### config.mk
export PLATFORM = sky130hd
export DESIGN_NAME = mbx_vreg_bridge
export DESIGN_NICKNAME = d
export VERILOG_FILES = /design/src/rtl/mbx_pkg.sv /design/src/rtl/mbx_mailbox.sv /design/src/rtl/mbx_engine.sv /design/src/rtl/mbx_vreg_store.sv /design/src/rtl/mbx_vreg_bridge.sv
export SDC_FILE = /design/constraint.sdc
export NUM_CORES = 1
export LEC_CHECK = 0
export BUFFER_PORTS_ARGS = -buffer_cell sky130_fd_sc_hd__buf_2
export CAP_MARGIN = 20
export CORE_ASPECT_RATIO = 2
export CORE_MARGIN = 5
export CORE_UTILIZATION = 28
export DETAILED_ROUTE_END_ITERATION = 8
export PLACE_DENSITY = 0.42
export SYNTH_ARGS = -nofsm -noshare
export SYNTH_HDL_FRONTEND = slang
export SYNTH_SLANG_ARGS = --single-unit
### constraint.sdc
create_clock -name clk -period 10.5 [get_ports clk]
set_clock_uncertainty 0.2 [all_clocks]
set_input_delay 1.05 -clock clk [delete_from_list [all_inputs] [get_ports clk]]
set_output_delay 1.05 -clock clk [all_outputs]
set_load 0.01 [all_outputs]
### src/rtl/mbx_pkg.sv
package mbx_pkg;
  localparam logic [3:0] OFS_BELL   = 4'd0;
  localparam logic [3:0] OFS_STAT   = 4'd1;
  localparam logic [3:0] OFS_PLO    = 4'd2;
  localparam logic [3:0] OFS_PHI    = 4'd3;
  localparam logic [3:0] OFS_IRQSRC = 4'd8;
  localparam logic [3:0] OFS_IRQSR2 = 4'd9;

  localparam logic [7:0] ACC_READ  = 8'h02;
  localparam logic [7:0] ACC_WRITE = 8'h03;
  localparam logic [7:0] BELL_GO   = 8'h01;

  localparam logic [7:0] RC_NONE     = 8'h00;
  localparam logic [7:0] RC_OK       = 8'h01;
  localparam logic [7:0] RC_BAD_TYPE = 8'h10;
  localparam logic [7:0] RC_BAD_CNT  = 8'h11;
  localparam logic [7:0] RC_BAD_ADDR = 8'h12;

  localparam int PK_TYPE  = 0;
  localparam int PK_CNT   = 1;
  localparam int PK_VAL   = 4;
  localparam int PK_ADDRL = 6;
  localparam int PK_ADDRH = 7;

  typedef enum logic [1:0] {ENG_IDLE, ENG_WAIT, ENG_REQ, ENG_RSP} eng_state_e;

  typedef struct packed {
    logic        we;
    logic [15:0] addr;
    logic [7:0]  wdata;
  } vreq_t;
endpackage

### src/rtl/mbx_mailbox.sv
module mbx_mailbox #(
  parameter int DEPTH = 16
) (
  input  logic             clk,
  input  logic             rst_n,
  input  logic             host_we,
  input  logic [3:0]       host_addr,
  input  logic [7:0]       host_wdata,
  input  logic             lock,
  input  logic             eng_we,
  input  logic [7:0]       eng_wdata,
  output logic [15:0]      ptr,
  output logic [3:0][7:0]  win_rdata,
  output logic [7:0]       pkt_type,
  output logic [7:0]       pkt_cnt,
  output logic [7:0]       pkt_val,
  output logic [15:0]      pkt_vaddr
);
  import mbx_pkg::*;

  localparam int AW = $clog2(DEPTH);
  localparam logic [15-AW:0] REGION1 = {1'b1, {(15-AW){1'b0}}};

  logic [7:0]    mem [DEPTH];
  logic [15:0]   ptr_q;
  logic          in_region;
  logic [AW-1:0] lane_idx [4];

  assign ptr       = ptr_q;
  assign in_region = (ptr_q[15:AW] == REGION1);

  for (genvar k = 0; k < 4; k++) begin : g_lane
    assign lane_idx[k]  = ptr_q[AW-1:0] + AW'(k);
    assign win_rdata[k] = in_region ? mem[lane_idx[k]] : 8'h00;
  end

  assign pkt_type  = mem[AW'(PK_TYPE)];
  assign pkt_cnt   = mem[AW'(PK_CNT)];
  assign pkt_val   = mem[AW'(PK_VAL)];
  assign pkt_vaddr = {mem[AW'(PK_ADDRH)], mem[AW'(PK_ADDRL)]};

  always_ff @(posedge clk) begin
    if (!rst_n) begin
      ptr_q <= '0;
      for (int i = 0; i < DEPTH; i++) mem[i] <= '0;
    end else if (eng_we) begin
      mem[AW'(PK_VAL)] <= eng_wdata;
    end else if (host_we && !lock) begin
      if (host_addr == OFS_PLO)      ptr_q[7:0]  <= host_wdata;
      else if (host_addr == OFS_PHI) ptr_q[15:8] <= host_wdata;
      else if (host_addr[3:2] == 2'b01 && in_region)
        mem[lane_idx[host_addr[1:0]]] <= host_wdata;
    end
  end
endmodule

### src/rtl/mbx_engine.sv
module mbx_engine #(
  parameter int EXEC_CYCLES = 8,
  parameter int NREGS       = 16
) (
  input  logic               clk,
  input  logic               rst_n,
  input  logic               host_we,
  input  logic [3:0]         host_addr,
  input  logic [7:0]         host_wdata,
  input  logic [7:0]         pkt_type,
  input  logic [7:0]         pkt_cnt,
  input  logic [7:0]         pkt_val,
  input  logic [15:0]        pkt_vaddr,
  output logic               busy,
  output logic               done,
  output logic [7:0]         status,
  output logic               isr_bit,
  output logic               req_valid,
  output mbx_pkg::vreq_t     req,
  input  logic               req_ready,
  input  logic               rsp_valid,
  input  logic [7:0]         rsp_rdata,
  output logic               mbx_we,
  output logic [7:0]         mbx_wdata
);
  import mbx_pkg::*;

  localparam int CW = $clog2(EXEC_CYCLES + 1);
  localparam logic [CW-1:0] CNT_LOAD = CW'(EXEC_CYCLES - 1);

  eng_state_e    st_q, st_d;
  logic [CW-1:0] cnt_q;
  logic [7:0]    status_q, chk_code, fin_code;
  logic          isr_q;
  vreq_t         req_q;
  logic          start, wait_end;

  assign start    = host_we && host_addr == OFS_BELL && host_wdata == BELL_GO && st_q == ENG_IDLE;
  assign wait_end = st_q == ENG_WAIT && cnt_q == '0;

  always_comb begin
    if (pkt_type != ACC_READ && pkt_type != ACC_WRITE) chk_code = RC_BAD_TYPE;
    else if (pkt_cnt != 8'd1)                          chk_code = RC_BAD_CNT;
    else if (pkt_vaddr >= 16'(NREGS))                  chk_code = RC_BAD_ADDR;
    else                                               chk_code = RC_OK;
  end

  always_comb begin
    st_d     = st_q;
    done     = 1'b0;
    fin_code = RC_OK;
    mbx_we   = 1'b0;
    unique case (st_q)
      ENG_IDLE: if (start) st_d = ENG_WAIT;
      ENG_WAIT: if (wait_end) begin
        if (chk_code != RC_OK) begin
          done     = 1'b1;
          fin_code = chk_code;
          st_d     = ENG_IDLE;
        end else begin
          st_d = ENG_REQ;
        end
      end
      ENG_REQ: if (req_ready) st_d = ENG_RSP;
      ENG_RSP: if (rsp_valid) begin
        done   = 1'b1;
        mbx_we = !req_q.we;
        st_d   = ENG_IDLE;
      end
      default: st_d = ENG_IDLE;
    endcase
  end

  always_ff @(posedge clk) begin
    if (!rst_n) begin
      st_q     <= ENG_IDLE;
      cnt_q    <= '0;
      status_q <= RC_NONE;
      isr_q    <= 1'b0;
      req_q    <= '0;
    end else begin
      st_q <= st_d;
      if (start) cnt_q <= CNT_LOAD;
      else if (st_q == ENG_WAIT && cnt_q != '0) cnt_q <= cnt_q - 1'b1;
      if (wait_end) req_q <= '{we: (pkt_type == ACC_WRITE), addr: pkt_vaddr, wdata: pkt_val};
      if (done) status_q <= fin_code;
      else if (host_we && host_addr == OFS_STAT && host_wdata == status_q) status_q <= RC_NONE;
      if (done) isr_q <= 1'b1;
      else if (host_we && host_addr == OFS_IRQSRC && host_wdata[0]) isr_q <= 1'b0;
    end
  end

  assign busy      = st_q != ENG_IDLE;
  assign status    = status_q;
  assign isr_bit   = isr_q;
  assign req_valid = st_q == ENG_REQ;
  assign req       = req_q;
  assign mbx_wdata = rsp_rdata;
endmodule

### src/rtl/mbx_vreg_store.sv
module mbx_vreg_store #(
  parameter int NREGS   = 16,
  parameter int PAIR_LO = 4,
  parameter int NIB_HI  = 8,
  parameter int NIB_LO  = 9
) (
  input  logic           clk,
  input  logic           rst_n,
  input  logic           req_valid,
  input  mbx_pkg::vreq_t req,
  output logic           req_ready,
  output logic           rsp_valid,
  output logic [7:0]     rsp_rdata
);
  localparam int AW = $clog2(NREGS);
  localparam logic [AW-1:0] I_PLO = AW'(PAIR_LO);
  localparam logic [AW-1:0] I_PHI = AW'(PAIR_LO + 1);
  localparam logic [AW-1:0] I_NHI = AW'(NIB_HI);
  localparam logic [AW-1:0] I_NLO = AW'(NIB_LO);

  logic [7:0]    regs [NREGS];
  logic [7:0]    hi_frozen, nib_frozen, rd_byte;
  logic          rsp_q;
  logic [7:0]    rdata_q;
  logic [AW-1:0] idx;

  assign idx       = req.addr[AW-1:0];
  assign req_ready = !rsp_q;
  assign rsp_valid = rsp_q;
  assign rsp_rdata = rdata_q;

  always_comb begin
    if (idx == I_PHI)      rd_byte = hi_frozen;
    else if (idx == I_NLO) rd_byte = nib_frozen;
    else                   rd_byte = regs[idx];
  end

  always_ff @(posedge clk) begin
    if (!rst_n) begin
      for (int i = 0; i < NREGS; i++) regs[i] <= '0;
      hi_frozen  <= '0;
      nib_frozen <= '0;
      rsp_q      <= 1'b0;
      rdata_q    <= '0;
    end else begin
      rsp_q <= req_valid && req_ready;
      if (req_valid && req_ready) begin
        if (req.we) begin
          regs[idx] <= req.wdata;
          rdata_q   <= '0;
        end else begin
          rdata_q <= rd_byte;
          if (idx == I_PLO) hi_frozen  <= regs[I_PHI];
          if (idx == I_NHI) nib_frozen <= regs[I_NLO];
        end
      end
    end
  end
endmodule

### src/rtl/mbx_vreg_bridge.sv
module mbx_vreg_bridge #(
  parameter int MBOX_DEPTH  = 16,
  parameter int EXEC_CYCLES = 8,
  parameter int NREGS       = 16,
  parameter int PAIR_LO     = 4,
  parameter int NIB_HI      = 8,
  parameter int NIB_LO      = 9
) (
  input  logic       clk,
  input  logic       rst_n,
  input  logic       host_we,
  input  logic [3:0] host_addr,
  input  logic [7:0] host_wdata,
  output logic [7:0] host_rdata,
  output logic       host_irq
);
  import mbx_pkg::*;

  logic           busy, eng_done, isr_bit, mbx_we;
  logic [7:0]     status_q, mbx_wdata, pkt_type, pkt_cnt, pkt_val, rsp_rdata;
  logic [15:0]    ptr, pkt_vaddr;
  logic [3:0][7:0] win_rdata;
  logic           req_valid, req_ready, rsp_valid;
  vreq_t          req;

  mbx_mailbox #(.DEPTH(MBOX_DEPTH)) u_mbox (
    .clk(clk), .rst_n(rst_n), .host_we(host_we), .host_addr(host_addr),
    .host_wdata(host_wdata), .lock(busy), .eng_we(mbx_we), .eng_wdata(mbx_wdata),
    .ptr(ptr), .win_rdata(win_rdata), .pkt_type(pkt_type), .pkt_cnt(pkt_cnt),
    .pkt_val(pkt_val), .pkt_vaddr(pkt_vaddr)
  );

  mbx_engine #(.EXEC_CYCLES(EXEC_CYCLES), .NREGS(NREGS)) u_eng (
    .clk(clk), .rst_n(rst_n), .host_we(host_we), .host_addr(host_addr),
    .host_wdata(host_wdata), .pkt_type(pkt_type), .pkt_cnt(pkt_cnt),
    .pkt_val(pkt_val), .pkt_vaddr(pkt_vaddr), .busy(busy), .done(eng_done),
    .status(status_q), .isr_bit(isr_bit), .req_valid(req_valid), .req(req),
    .req_ready(req_ready), .rsp_valid(rsp_valid), .rsp_rdata(rsp_rdata),
    .mbx_we(mbx_we), .mbx_wdata(mbx_wdata)
  );

  mbx_vreg_store #(.NREGS(NREGS), .PAIR_LO(PAIR_LO), .NIB_HI(NIB_HI), .NIB_LO(NIB_LO)) u_store (
    .clk(clk), .rst_n(rst_n), .req_valid(req_valid), .req(req),
    .req_ready(req_ready), .rsp_valid(rsp_valid), .rsp_rdata(rsp_rdata)
  );

  always_comb begin
    host_rdata = 8'h00;
    case (host_addr)
      OFS_BELL:   host_rdata = {7'd0, busy};
      OFS_STAT:   host_rdata = status_q;
      OFS_PLO:    host_rdata = ptr[7:0];
      OFS_PHI:    host_rdata = ptr[15:8];
      4'd4, 4'd5, 4'd6, 4'd7: host_rdata = win_rdata[host_addr[1:0]];
      OFS_IRQSRC: host_rdata = {7'd0, isr_bit};
      OFS_IRQSR2: host_rdata = 8'h00;
      default:    host_rdata = 8'h00;
    endcase
  end

  assign host_irq = isr_bit;
endmodule

# --- Yosys cells after proc, flatten, opt, wreduce, memory -nomap -nowiden ---
# Memories as Yosys holds them, arrays and structs flattened. A register that Yosys moved wholly into a read port is not among the register bits.
# Cells that the tools add are included.
totals:
  ff_bits: 45
  in_bits: 15
  output_inout_bits: 9
  ramBits: 256
  mem_count: 2
classes:
  addsub: 4
  n_reduce_logical: 36
  n_eq_ne: 28
  bitwise_logic: 6
  n_mux: 63
  order_cmp: 3
memory_table:
  columns: ["name", "depth", "width", "rd", "rd_ports_with_merged_regs", "write_ports", "line_no", "text"]
  rows:
  - ["u_mbox.mem", 16, 8, 9, 2, 16, "mbx_mailbox.sv:24", "logic [7:0] mem [DEPTH];"]
  - ["u_store.regs", 16, 8, 3, 3, 16, "mbx_vreg_store.sv:21", "logic [7:0] regs [NREGS];"]
op_table:
  columns: ["operator", "count"]
  rows:
  - ["8-bit 2-to-1 mux", 18]
  - ["8-bit one-hot mux with 6 select lines", 1]
  - ["4-bit 2-to-1 mux", 8]
  - ["4-bit by 3-bit == test with 1-bit output, second input constant", 6]
  - ["1-bit 2-to-1 mux", 24]
  - ["8-bit binary-select mux with 2-bit select", 1]
  - ["16-bit by 5-bit >= comparator with 1-bit output, second input constant", 1]
  - ["8-bit by 1-bit inequality test with 1-bit output, second input constant", 2]
  - ["8-bit by 2-bit inequality test with 1-bit output, second input constant", 2]
  - ["8-bit OR reduction", 2]
  - ["1-bit logical AND", 13]
  - ["12-bit == test, second input constant", 1]
  - ["4-bit == test, second input constant", 3]
  - ["2-bit 2-to-1 mux", 5]
  - ["3-bit AND reduction", 3]
  - ["4-bit by 2-bit adder with 4-bit output, second input constant", 2]
  - ["4-bit binary-select mux with 2-bit select", 1]
  - ["4-bit by 2-bit == test with 1-bit output, second input constant", 2]
  - ["8-bit by 1-bit == test with 1-bit output, second input constant", 1]
  - ["8-bit by 2-bit == test with 1-bit output, second input constant", 1]
  - ["8-bit == test", 1]
  - ["4-bit zero test", 2]
  - ["2-bit one-hot mux with 4 select lines", 1]
  - ["4-bit AND reduction", 2]
  - ["other kinds (21)", 37]

# --- Longest topological paths before layout ---
# Gate-level depths: netlist of the first run.
depth:
  depth_word: 11
  ltp_mapped: 13

# --- Cells and area by module ---
# A second synthesis of the first run with hierarchy kept.
unflattened:
  cells_unflattened: 1601
  hier_area_um2: 19103.3
by_module_without_submodules:
  columns: ["mod", "cells_each", "n_inst", "area_per_inst_um2"]
  rows:
  - ["mbx_mailbox", 796, 1, 9836.9]
  - ["mbx_vreg_store", 539, 1, 7089.3]
  - ["mbx_engine", 212, 1, 1642.8]
  - ["mbx_vreg_bridge", 54, 1, 534.3]

# --- Worst setup path after synthesis of the first run ---
# Ideal clock, no wire load.
synth_timing:
  path_kind: "register to output"
  start: "register u_mbox.ptr_q[1] (netlist: u_mbox.ptr[1])"
  end: "output port host_rdata[0]"
  required_time_ps: 9250
  arrival_ps: 2808
  path_slack_ps: 6442
  stages_incl_launch_ff: 12
  cell_sequence: "dfxtp_1 > buf_2 > buf_1 > inv_1 > ha_1 > buf_2 > clkbuf_1 > mux2_2 > o211ai_1 > nor2_1 > o41ai_1 > nand3_1"
synth_via:
  elab_chain_cells: 6
  elab_cells_between_ends: 10
synth_lines:
  columns: ["element", "line_no", "text"]
  rows:
  - ["start: declaration", "mbx_mailbox.sv:25", "logic [15:0] ptr_q;"]
  - ["start signal: assignment", "mbx_mailbox.sv:49", "if (host_addr == OFS_PLO) ptr_q[7:0] <= host_wdata;"]
  - ["4-bit by 1-bit adder with 4-bit output / 4-bit by 2-bit adder with 4-bit output (equally long branches)", "mbx_mailbox.sv:33", "assign lane_idx[k] = ptr_q[AW-1:0] + AW'(k);"]
  - ["memory 16 x 8 bit *", null, null]
  - ["8-bit 2-to-1 mux", "mbx_mailbox.sv:34", "assign win_rdata[k] = in_region ? mem[lane_idx[k]] : 8'h00;"]
  - ["8-bit binary-select mux with 2-bit select *", "mbx_vreg_bridge.sv:54", "4'd4, 4'd5, 4'd6, 4'd7: host_rdata = win_rdata[host_addr[1:0]];"]
  - ["8-bit 2-to-1 mux (implied by the code) *", "mbx_vreg_bridge.sv:54", null]
  - ["8-bit one-hot mux with 6 select lines *", "mbx_vreg_bridge.sv:49", "case (host_addr)"]
  - ["end: declaration", "mbx_vreg_bridge.sv:14", "output logic [7:0] host_rdata,"]
# Mark *: on every way between the ends. The rest lies on a longest branch, timed or not. The select of a mux whose other input is x is not followed.

# --- Worst setup path after layout of the first run ---
layout_timing:
  start: "register u_mbox.ptr_q[0] (netlist: u_mbox.ptr[0])"
  end: "output port host_rdata[6]"
# Same word-level chain as after synthesis.

==> impl_results.md, run 1 <==
* Yosys reg bits at roughly 330
* Final Slew Violations at 0
* Row cnt at 134
* Placeable Area at 0.06639 mm^2
* Die Ht at 375.0 um
* Post-CTS Hold Buffers at 0
* R2r startpoint: u_mbox.ptr[0]$_SDFFE_PN0P_
* Antenna diode count at 0
* Clock buffer depth at 3
* Via density at 5.351
* Total I/O pin count at 24
* Cell count after synthesis at 1493
* Crit Reg-Reg Endpoint: u_mbox.mem[1][1]$_SDFFCE_PN0P_
* Worst path max stage delay at around 0.75 ns
* CP endpoint kind: output pin
* Synth Area in Adders at 0.3355%
* Mapped Nets at approximately 1.5k
* Critical Path AT at approximately 4.8 ns
* Largest family of logic cells by synthesized area: multiplexers
* Flop2flop setup slack at 6.08 ns
* Residual DRC count at 0
* Critical Path Start Type: flip-flop
* CTS sink count at 328
* Vias in the first global route at 12.94k
* Slowest cell on the critical path: dfxtp_4
* Nets at 1505
* Worst setup path startpoint: u_mbox.ptr[0]$_SDFFE_PN0P_
* CTS HTree Levels at 2
* Synth Area in Simple Gates at between 15 and 20%
* Ys async rst share at 0%
* Post_cts resized at 0
* Hold Crit Start: u_store.rsp_rdata[4]$_SDFFE_PN0P_
* Hold violation total from the final report at 0
* CP endpoint: host_rdata[6]
* Final wirelength at approximately 63000 um
* Drt first pass iters at 5
* Area share of the largest cell type after synthesis at 41.22%
* ANT nets after route at 0
* Post-Synth XOR/XNOR Area at between 1 and 1.5%
* Max VDD drop at approximately 95 uV
* Relative slew margins at around a quarter
* Synth warn at 0
* Max-capacitance violation count at 0
* Status: finished, final reports clean
* Crit path max fanout at 38
* Synth cell types at 70
* Fin util at 31.21%
* Area contributors post-synth: edfxtp_1, mux4_2, and2_1
* Mapped Area at 0.01865 mm^2
* Number of buffers added on ports at 23
* Hold Path Class: flip-flop to flip-flop
* Syn Area/Cell at 12.49 um^2
* Clk_lat worst skew at 0.56 ns
* Postcts setup bufs at 0
* Worst hold stages at 1
* Synth Area in Compound Gates at roughly 6.5%
* WL per Instance at 26.13 um
* EDFF count, synth at roughly 260
* First-pass GRT wire length at 91100 um
* Post-synth top area cell: edfxtp_1
* FF-to-FF path depth at 6
* Initial Util at 28.09%
* Setup tns final at 0 ns
* Initial DRC count at between 1k and 1.5k
* PwrDens at 138.3 mW/mm^2
* Fmax at 165.4 MHz
* Via count at 12.82k
* CTS tree: yes
* Multiplexer area fraction after synthesis at a little under a quarter
* Final setup fails at 0
* Chip width at around 190 um
* Share of cells above drive strength 1 at 18.25%
* CTS root buf: clkbuf_16
* Initial antenna violation count at 1
* Final HPWL DP at about 44000 um
* GPL Wtd Cong at 0.9363
* Cell Chain, Critical Path: inv_2, ha_4, buf_4, inv_4, mux4_2, mux2i_1, o22ai_1, o21ai_1, o211ai_1, buf_2
* Fin crit share at 57.59%
* Pleak at 7.164 nW
* CP required at 9.25 ns
* Top_reg_cell synth: edfxtp_1
* Area grow syn2layout at 11.12%
* Full die area at between 0.07 and 0.08 mm^2
* CP Class: flip-flop to output pin
* Largest net degree at the start of global routing at 56
* Post-synthesis sequential area ratio at 48.95%
* RSZ-0062 raised after global routing: false
* Slew @ Worst Pin at between 1 and 1.5 ns
* CTS buffer count at 35
* Grt total ovfl at 0
* All-Layer GR Usage at 17.15%
* Clk slew on worst S/H paths at approximately 0.070 ns
* Period minus WS final at 6.047 ns
[flip-flops by register name, summed over array words and instances (netlist names), named ones only]
name and cells:
u_store.hi_frozen 8, u_eng.status 3, u_store.rsp_rdata 8, u_eng.cnt_q 4, u_eng.isr_bit 1, u_store.regs 128, u_eng.st_q 1, u_mbox.mem 128
u_store.rsp_valid 1, u_store.nib_frozen 8, u_mbox.ptr 16, u_eng.req 13
[cells in the mapped netlist (all sizes together), types with 6 or more instances]
cell and count:
a211oi 6, a21o 8, a21oi 30, a22o 11, a31oi 22, and2 254
buf 57, clkbuf 48, dfxtp 72, edfxtp 256, inv 8, mux2 29
mux2i 111, mux4 127, nand2 100, nand2b 17, nand3 35, nand4 7
nor2 100, nor2b 12, nor3 12, nor4 10, o211ai 12, o21ai 55
o22ai 21, xnor2 7, xor2 10
[how the worst min path moves through the flow]
stage                                        end  slack [ns]
3_5_place_dp   u_store.rsp_rdata[4]$_SDFFE_PN0P_        0.25
4_1_cts        u_store.rsp_rdata[4]$_SDFFE_PN0P_        0.26
3_3_place_gp   u_store.rsp_rdata[3]$_SDFFE_PN0P_        0.25
5_1_grt        u_store.rsp_rdata[6]$_SDFFE_PN0P_        0.28
6_report       u_store.rsp_rdata[4]$_SDFFE_PN0P_        0.26
2_1_floorplan  u_store.rsp_rdata[0]$_SDFFE_PN0P_        0.23
[cells by family (layout without fill, tap and decap cells)]
| family | after synthesis | after routing |
|---|---|---|
| AND/OR/NAND/NOR | 571 | 571 |
| AO/OA/AOI/OAI | 192 | 192 |
| adder cells (fa/ha/maj) | 5 | 5 |
| XOR/XNOR | 17 | 17 |
| multiplexers | 267 | 267 |
| buffers and inverters | 113 | 132 |
| flip-flops | 328 | 328 |
[routing by layer]
metal,up-vias,share of wire (%),routed length (um),track usage [%]
li1,5635,-,-,-
met1,6605,43,27040,23.56
met2,493,48,30330,27.98
met3,87,5.5,3418,2.421
met4,0,2.9,1824,5.333
met5,-,0,0,0
[power by group]
part / internal (mW) / leakage, nW / switching [mW] / total [mW]
clock network: 0.678 / 0.534 / 0.552 / 1.23
registers: 1.43 / 3.23 / 0.0389 / 1.47
logic: 0.0653 / 3.40 / 0.102 / 0.167
[cells in the final DEF (no fill, tap or decap), types with 34 or more instances in the layout]
cell type,netlist,layout
mux2i_1,111,111
clkbuf_16,0,35
mux4_2,111,111
nand2_1,100,100
and2_1,254,254
edfxtp_1,256,256
nand3_1,34,34
nor2_1,95,95
dfxtp_1,72,67
o21ai_0,50,50
[metrics by stage]
step           setup WS (ns)  instance area, um^2  power (mW)  hold WS (ns)  instances
4_1_cts                4.442                20680       2.901        0.2645       2391
3_3_place_gp           5.122                19550       1.661        0.2466       2324
2_1_floorplan          6.442                18650       1.585        0.2265       1493
6_report               4.453                20720       2.866        0.2596       2396
5_1_grt                4.184                20720       2.959        0.2832       2396
3_5_place_dp           5.037                19570       1.664        0.2509       2327
[worst max-delay path, delay by kind of cell, from the launching register on]
kind | cells | cell delay (ns)
multiplexers | 2 | 0.68
AO/OA/AOI/OAI | 3 | 0.62
flip-flops | 1 | 0.75
buffers and inverters | 4 | 1.39
adder cells (fa/ha/maj) | 1 | 0.74
[final cells by class]
type	instances	area, um^2
Sequential cell	328	9138
Fill cell	6764	45670
Tap cell	884	1106
Clock buffer	51	965.9
Multi-Input combinational cell	1052	8936
Clock inverter	13	152.6
Timing Repair Buffer	60	392.9
Inverter	8	32.53
Power figures use the tool's default switching activity.
==> inputs of run 2 (changes only) <==
PLACE_DENSITY = 0.43   (was 0.42)
clock period = 5.1 ns   (was 10.5 ns; I/O delays follow)
==> run 2 against run 1 <==
Final area grew 0.63%. Die area is the same. First-iteration DRC count rose by 0.18%. Worst setup slack got worse by 3.8 ns. Critical path type unchanged. Critical endpoint unchanged.
==> impl_results.md, run 2 (synthesis gave the netlist of run 1 again) <==
* Full die area at 0.07218 mm^2 (unchanged)
* Die Ht at 375.0 um (unchanged)
* First-pass GRT wire length at 91900 um (+0.88%)
* Grt total ovfl at 0 (unchanged)
* All-Layer GR Usage at 17.27% (+0.12 points)
* Relative slew margins at 29.63% (+4.1 points)
* CTS HTree Levels at 2 (unchanged)
* Total chip power at 6.054 mW (+110%)
* Vias in the first global route at 12.68k (-2.0%)
* Most common cell after layout, fill and taps aside: edfxtp_1
* CTS root buf: clkbuf_16
* Largest net degree at the start of global routing at 57 (+1.8%)
* Via count at 12.80k (-0.14%)
* Clk_lat worst skew at 0.54 ns (-0.02 ns)
* Critical Path AT at 3.78 ns (-1.02 ns)
* CP endpoint kind: output pin
* Clock buffer depth at 3 (unchanged)
* Row cnt at 134 (unchanged)
* CP required at 4.39 ns (-4.86 ns)
* Max-capacitance violation count at 0 (unchanged)
* Initial DRC count at 1110 (+0.18%)
* Final Slew Violations at 0 (unchanged)
* Initial Util at 28.09% (unchanged)
* Post_cts resized at 0 (unchanged)
* Max VDD drop at 278.3 uV (+190%)
* Total I/O pin count at 24 (unchanged)
* Pleak at 7.246 nW (+1.1%)
* Postcts setup bufs at 0 (unchanged)
* RSZ-0062 raised after global routing: false
* Period minus WS final at about 4.5 ns
* Slew @ Worst Pin at 1.056 ns (-0.05019 ns)
* Hold violation total from the final report at 0 (unchanged)
* PwrDens at 290.3 mW/mm^2 (+110%)
* Status: finished, final reports clean
* Number of buffers added on ports at 23 (unchanged)
* Nets at 1516 (+0.73%)
* Final HPWL DP at 43980 um (-0.14%)
* Chip width at 192.5 um (unchanged)
* Fin crit share at 88.10%
* CTS tree: yes
* Fmax at 222.6 MHz
* Initial antenna violation count at 3 (+2)
* CTS sink count at 328 (unchanged)
* CP Class: flip-flop to output pin
* Final setup fails at 0 (unchanged)
* Area grow syn2layout at 11.82%
* Residual DRC count at 0 (unchanged)
* Final wirelength at 62790 um (+0.27%)
* Clk slew on worst S/H paths at 0.06 ns (about the same)
* Drt first pass iters at 6 (+1)
* Critical Path Start Type: flip-flop
* Setup tns final at 0 ns (unchanged)
* CTS buffer count at 35 (unchanged)
* ANT nets after route at 0 (unchanged)
* Post-CTS Hold Buffers at 0 (unchanged)
* Placeable Area at 0.06639 mm^2 (unchanged)
* Via density at 5.328 (-0.43%)
* Share of cells above drive strength 1 at 18.97% (+0.72 points)
* GPL Wtd Cong at 0.9077 (-3.1%)
* Final Hold Slack at 0.2072 ns (-0.05238 ns)
* Most frequent cells in the layout: edfxtp_1, and2_1, mux2i_1, mux4_2, nand2_1
* Hold Path Class: input port to flip-flop
* Crit path max fanout at 47 (+24%)
* WL per Instance at 26.13 um (about the same)
-- run 2: cell types whose count changed in the layout (fill, tap and decap cells not counted), moves of 2 or more --
cell / previous run / this run
bufinv_16: 1 / 6
clkbuf_8: 3 / 0
o21ai_0: 50 / 48
o21ai_1: 5 / 7
buf_2: 27 / 23
clkbuf_1: 13 / 4
buf_4: 31 / 47
clkinv_1: 2 / 6
-- run 2: path summary, 6_finish.rpt --
kind         depth (start not counted)                         startpoint  slack (ns)                                 to
min                                  3                       host_addr[2]        0.21         u_eng.isr_bit$_SDFFE_PN0P_
max reg2reg                          7         u_mbox.ptr[2]$_SDFFE_PN0P_        1.16     u_mbox.mem[6][2]$_SDFFCE_PN0P_
max                                  9         u_mbox.ptr[1]$_SDFFE_PN0P_        0.61                      host_rdata[6]
min reg2reg                          1  u_store.rsp_rdata[4]$_SDFFE_PN0P_        0.26  u_store.rsp_rdata[4]$_SDFFE_PN0P_
-- run 2: through the flow --
| stage | cells | utilization [%] | area (um^2) | worst slack [ns] |
|---|---|---|---|---|
| after floorplan | 1493 | - | 18650 | 1.582 |
| after global placement | 2342 | 29.64 | 19680 | 1.273 |
| after detailed placement | 2342 | 29.64 | 19680 | 1.255 |
| after CTS | 2401 | 31.39 | 20840 | 0.6774 |
| after global routing | 2402 | 31.41 | 20850 | 0.4520 |
| final | 2403 | 31.41 | 20850 | 0.6069 |
-- run 2: critical path, cell delays in order (launching register included) --
cell      delay (ns)
dfxtp_2         0.47
inv_1           0.13
ha_4            0.74
inv_4           0.29
mux4_2          0.50
mux2i_1         0.27
o22ai_1         0.12
o21ai_1         0.33
o211ai_1        0.16
buf_2           0.18
-- run 2: final cells by class --
cell class,count,area (um^2)
Clock inverter,20,271.5
Fill cell,6800,45540
Timing Repair Buffer,71,475.5
Sequential cell,328,9139
Inverter,8,32.53
Tap cell,884,1106
Clock buffer,39,890.9
Antenna cell,1,2.502
Multi-Input combinational cell,1052,8936
-- run 2: routing by layer --
metal	track usage (%)	part of all wire [%]	wire (um)
met2	26.49	46	28710
met5	0	0	0
met1	25.11	45	28130
met3	2.449	6.0	3791
met4	5.669	3.4	2155
-- run 2: report_power, final --
part	switching, mW	internal (mW)
logic	0.218	0.138
clock network	1.11	1.57
registers	0.0808	2.94
